--- src/rtl/ep_stall_pkg.sv ---
package ep_stall_pkg;
  localparam int NUM_EP  = 6;
  localparam int REG_W   = 8;
  localparam int EP_W    = 3;
  localparam int BIT_OFS = 1;
  localparam logic [REG_W-1:0] REG_MASK = REG_W'(((1 << NUM_EP) - 1) << BIT_OFS);

  typedef struct packed {
    logic [NUM_EP-1:0] tokHit;
    logic [NUM_EP-1:0] featSetHit;
    logic [NUM_EP-1:0] featClrHit;
    logic              wrEn;
    logic [NUM_EP-1:0] wrBits;
    logic              softRst;
    logic              autoClr;
  } stall_strb_t;
endpackage

--- src/rtl/ep_stall_ctrl.sv ---
module ep_stall_ctrl
  import ep_stall_pkg::*;
(
  input  logic             tokValid,
  input  logic [EP_W-1:0]  tokEp,
  input  logic             featValid,
  input  logic             featSet,
  input  logic [EP_W-1:0]  featEp,
  input  logic             wrEn,
  input  logic [REG_W-1:0] wrData,
  input  logic             softRst,
  input  logic             autoClrEn,
  output stall_strb_t      strb
);
  logic unusedWrBits;
  assign unusedWrBits = ^(wrData & ~REG_MASK);

  for (genvar i = 0; i < NUM_EP; i++) begin : g_dec
    assign strb.tokHit[i]     = tokValid && (tokEp == EP_W'(i));
    assign strb.featSetHit[i] = featValid && featSet && (featEp == EP_W'(i));
    assign strb.featClrHit[i] = featValid && !featSet && (featEp == EP_W'(i));
  end

  assign strb.wrEn    = wrEn;
  assign strb.wrBits  = wrData[BIT_OFS +: NUM_EP];
  assign strb.softRst = softRst;
  assign strb.autoClr = autoClrEn;
endmodule

--- src/rtl/ep_stall_slice.sv ---
module ep_stall_slice (
  input  logic clk,
  input  logic rstN,
  input  logic tokHit,
  input  logic featSetHit,
  input  logic featClrHit,
  input  logic wrEn,
  input  logic wrBit,
  input  logic softRst,
  input  logic autoClr,
  output logic regBit,
  output logic respond
);
  logic haltFlag;
  logic haltSet;

  assign respond = tokHit && (regBit || haltFlag);
  // a clear that arrives while the register bit is set re-asserts the flag
  assign haltSet = featSetHit || (tokHit && regBit) || (featClrHit && regBit);

  always_ff @(posedge clk or negedge rstN) begin
    if (!rstN)                   regBit <= 1'b0;
    else if (softRst)            regBit <= 1'b0;
    else if (wrEn)               regBit <= wrBit;
    else if (autoClr && respond) regBit <= 1'b0;
  end

  always_ff @(posedge clk or negedge rstN) begin
    if (!rstN)           haltFlag <= 1'b0;
    else if (haltSet)    haltFlag <= 1'b1;
    else if (featClrHit) haltFlag <= 1'b0;
  end
endmodule

--- src/rtl/ep_stall_dp.sv ---
module ep_stall_dp
  import ep_stall_pkg::*;
(
  input  logic             clk,
  input  logic             rstN,
  input  stall_strb_t      strb,
  output logic             stallHs,
  output logic [REG_W-1:0] readData
);
  logic [NUM_EP-1:0] regBits;
  logic [NUM_EP-1:0] respond;

  for (genvar i = 0; i < NUM_EP; i++) begin : g_ep
    ep_stall_slice u_slice (
      .clk        (clk),
      .rstN       (rstN),
      .tokHit     (strb.tokHit[i]),
      .featSetHit (strb.featSetHit[i]),
      .featClrHit (strb.featClrHit[i]),
      .wrEn       (strb.wrEn),
      .wrBit      (strb.wrBits[i]),
      .softRst    (strb.softRst),
      .autoClr    (strb.autoClr),
      .regBit     (regBits[i]),
      .respond    (respond[i])
    );
  end

  always_ff @(posedge clk or negedge rstN) begin
    if (!rstN) stallHs <= 1'b0;
    else       stallHs <= |respond;
  end

  assign readData = REG_W'(regBits) << BIT_OFS;
endmodule

--- src/rtl/ep_stall_top.sv ---
module ep_stall_top
  import ep_stall_pkg::*;
(
  input  logic             clk,
  input  logic             rstN,
  input  logic             wrEn,
  input  logic [REG_W-1:0] wrData,
  output logic [REG_W-1:0] rdData,
  input  logic             tokValid,
  input  logic [EP_W-1:0]  tokEp,
  input  logic             featValid,
  input  logic             featSet,
  input  logic [EP_W-1:0]  featEp,
  input  logic             autoClrEn,
  input  logic             softRst,
  output logic             stallHs
);
  stall_strb_t strb;

  ep_stall_ctrl u_ctrl (
    .tokValid  (tokValid),
    .tokEp     (tokEp),
    .featValid (featValid),
    .featSet   (featSet),
    .featEp    (featEp),
    .wrEn      (wrEn),
    .wrData    (wrData),
    .softRst   (softRst),
    .autoClrEn (autoClrEn),
    .strb      (strb)
  );

  ep_stall_dp u_dp (
    .clk      (clk),
    .rstN     (rstN),
    .strb     (strb),
    .stallHs  (stallHs),
    .readData (rdData)
  );
endmodule

--- config.mk ---
export PLATFORM = sky130hd
export DESIGN_NAME = ep_stall_top
export DESIGN_NICKNAME = d
export VERILOG_FILES = /design/src/rtl/ep_stall_pkg.sv /design/src/rtl/ep_stall_ctrl.sv /design/src/rtl/ep_stall_slice.sv /design/src/rtl/ep_stall_dp.sv /design/src/rtl/ep_stall_top.sv
export SDC_FILE = /design/constraint.sdc
export NUM_CORES = 1
export LEC_CHECK = 0
export BUFFER_PORTS_ARGS = -buffer_cell sky130_fd_sc_hd__clkbuf_2
export CORE_MARGIN = 2
export CORE_UTILIZATION = 30
export DETAILED_ROUTE_END_ITERATION = 8
export HOLD_SLACK_MARGIN = 0.02
export SLEW_MARGIN = 10
export SYNTH_ARGS = -nofsm -noshare
export SYNTH_HDL_FRONTEND = slang
export SYNTH_SLANG_ARGS = --single-unit
--- constraint.sdc ---
create_clock -name clk -period 2.81 [get_ports clk]
set_input_delay 0.4215 -clock clk [delete_from_list [all_inputs] [get_ports clk]]
set_output_delay 0.4215 -clock clk [all_outputs]
set_load 0.005 [all_outputs]
==> summary.md <==
| Metric | Value |
|---|---|
| Run status | completed |
| Via count of the first global-routing pass | between 600 and 700 |
| Site Rows | 18 |
| Number of endpoints with negative hold slack in the final report | 0 |
| All-layer global routing usage | 13.5% |
| RD Place Congestion | 0.766 |
| Commonest cells after routing, fill and taps aside | 26 x clkbuf_2, 13 x dfrtp_1, 6 x nor2_1, 6 x nand2_1, 5 x a21oi_1 |
| Post-DR wirelength/cell | roughly 14 um |
| Total Wirelength | roughly 1.8 mm |
| Most frequent standard cell in the layout excluding fill and tap cells | clkbuf_2 |
| Netlist cell types | 33 |
| Maximum net fanout on the critical path | 5 |
| Average via count per standard cell | ~5.3 |
| Io pins | 31 |
| Number of antenna violations at the first check in global routing | 0 |
| Leakage power | roughly 0.00041 uW |
| Global-route track usage on met2 | 23.2% |
| Met3 global-route usage | 2.69% |
| Count of synthesis-stage warnings from yosys | 0 |
| ANT cells | 0 |
| Critical Path Source Type | flop |
| Total Power | approximately 430 uW |
| Period Utilization, post-route | about 46% |
| Buffer and inverter count on the worst path | 0 |
| Startpoint of the most critical register-to-register path | u_dp.g_ep[1].u_slice.regBit |
| Maximum number of buffers from clock root to sink | 2 |
| Post-synthesis cell area | around 790 um2 |
| Synthesized instance count | 80 |
| Count of port buffers added during placement | 26 |
| Largest net degree at the start of global routing | 14 |
| Overall die height | between 50 and 60 um |
| Capturing element type of the critical path | flop |
| Busiest layer in global routing | met2 |
| H-tree lvl count | 1 |
| Cts repair resizes | 0 |
| Highest ir drop seen on vdd | 0.228 mV |
| Worst Skew | ~3.7 ps |
| Routing usage on met1 | 15.6% |
| Clock tree from TritonCTS | yes |
| Die Span X | roughly 55 um |
| Class of the tightest hold or removal check | input pin to asynchronous set/reset pin |
| Proportion of synthesized chip area in sequential cells | about two fifths |
| Count of unresolved DRC violations after routing | 0 |
| Worst stage delay on the critical path | around 430 ps |
| Power per cell area | 471 nW/um2 |
| NumNets Final | around 130 |
| Routed Antenna Nets | 0 |
| Core Box Area | around 2500 um2 |
| CP Data Arrival Time | 1440 ps |
| Area Overhead vs Synth | 17.5% |
| Max Freq | 776 MHz |
| Max-cap violation count | 0 |
| Minimum clock period after layout | ~1300 ps |
| Standard cell with the maximum stage delay on the critical path | dfrtp_1 |
| Number of buffers inserted for hold repair after clock tree synthesis | 0 |
| Area share of the leading cell type in the synthesized netlist | slightly above 40% |
| Full die area | approximately 3000 um2 |
| Setup repair after global routing missed its margin | false |
| Worst setup path start | u_dp.g_ep[1].u_slice.regBit |
| Number of clock sinks | 13 |
| Root buffer cell | clkbuf_4 |
| Total number of vias | around 700 |
| Setup TNS after final layout | 0 ps |
| Number of storage elements in the synthesis netlist | 13 |
| Mean post-synth cell area | a little under 10 um2 |
| Family of cells with the greatest summed delay on the critical path | simple AND/OR/NAND/NOR gates |
| Cells taking the most area after synthesis | dfrtp_1 41%, buf_4 7.6%, a32o_1 5.1%, mux2i_1 3.8%, a21oi_1 3.2% |
| Clock latency of the later-clocked register in the worst-skew pair | between 200 and 300 ps |
| Num CTS Buffers | 3 |
| Share of post-route cells with drive strength above 1 | between 30% and 40% |
| Count of pins over their slew limit | 0 |
| Effective utilization at floorplan | between 30% and 40% |
| Final HPWL DP | about 1.5 mm |
| Wire length of the first global-routing pass | about 2.8 mm |
| WP data required | ~3000 ps |
| Number of DRC violations after detailed-routing iteration 0 | 7 |
| Number of buffers inserted to repair setup after CTS | 0 |
| Reg clk slew, reported paths | 80 ps |
| Chain of cells forming the critical path | or3b_1, a32oi_1, nand4_1 |
| Cell taking the most area after synthesis | dfrtp_1 |
| Grt ovf | 0 |
| Critical path class | flop to flop |
| Number of setup violations in the final report | 0 |
| Detailed-routing iteration count for the pre-antenna-repair pass | 4 |
-- through the flow --
stage	utilization [%]	setup slack, ps	hold slack, ps	instances	instance area (um2)
final	37.3	1520	34.4	133	923
after global routing	37.3	1440	26.3	133	923
after CTS	37.3	1510	30.7	133	923
after detailed placement	36.2	1350	336	129	897
after global placement	36.2	1370	335	129	897
after floorplan	-	1630	126	81	790
-- final timing paths --
kind	slack (ps)	cells past startpoint	end
min in group clk	360	2	u_dp.g_ep[2].u_slice.regBit
min reg2reg	550	2	u_dp.g_ep[1].u_slice.haltFlag
max in group asynchronous	2520	1	u_dp.g_ep[0].u_slice.regBit
min	30	1	u_dp.stallHs
max reg2reg	1520	3	u_dp.stallHs
max	1520	3	u_dp.stallHs
-- synth_stat cells --
cell	number
a21oi_1	5
a22o_1	1
a2bb2oi_1	1
a311oi_1	1
a31oi_1	1
a32o_1	4
a32oi_1	1
and3_1	1
and4b_2	2
and4bb_2	2
buf_4	8
conb_1	1
dfrtp_1	13
inv_1	2
mux2i_1	3
nand2_1	6
nand2b_1	1
nand3_1	1
nand3b_1	1
nand4_1	1
nand4b_1	1
nor2_1	6
nor2b_1	1
nor3_1	3
nor3b_1	3
nor3b_2	1
nor4bb_1	1
o21ai_0	3
o2bb2ai_1	1
o41ai_1	1
or2_2	1
or3_1	1
or3b_1	1
-- registers in the layout, summed over array words and instances (netlist names) --
register and cells:
u_dp.g_ep.u_slice.regBit 6, u_dp.stallHs 1, u_dp.g_ep.u_slice.haltFlag 6
-- power by group --
group	leakage, uW	internal, uW	switching, uW
Combinational	0.000238	44.1	43.7
Sequential	0.000159	214	18.3
Clock	0.0000150	55.0	59.4
-- routing by layer --
| metal | vias up | routed length [um] | part of all wire, % |
|---|---|---|---|
| met5 | - | 0 | 0 |
| met4 | 0 | 19 | 1.0 |
| met3 | 2 | 90 | 4.9 |
| met2 | 21 | 902 | 49 |
| met1 | 344 | 828 | 45 |
| li1 | 343 | - | - |
-- cells by family (layout without fill, tap and decap cells) --
| logic type | after synthesis | in the layout | synth area share, % |
|---|---|---|---|
| simple gates | 34 | 34 | 28.0 |
| compound gates | 19 | 19 | 17.7 |
| flops | 13 | 13 | 41.4 |
| buf+inv | 10 | 32 | 8.60 |
| mux | 3 | 3 | 3.82 |
| other cells | 1 | 2 | 0.477 |
-- cell type report --
type                       instances  area (um2)
timing repair buffer              26         130
inverter                           2        7.51
clock buffer                       4        26.3
multi-input combinational         58         397
fill                             265        1550
sequential                        13         325
tap                               30        37.5
(Power assumes the default switching activity.)
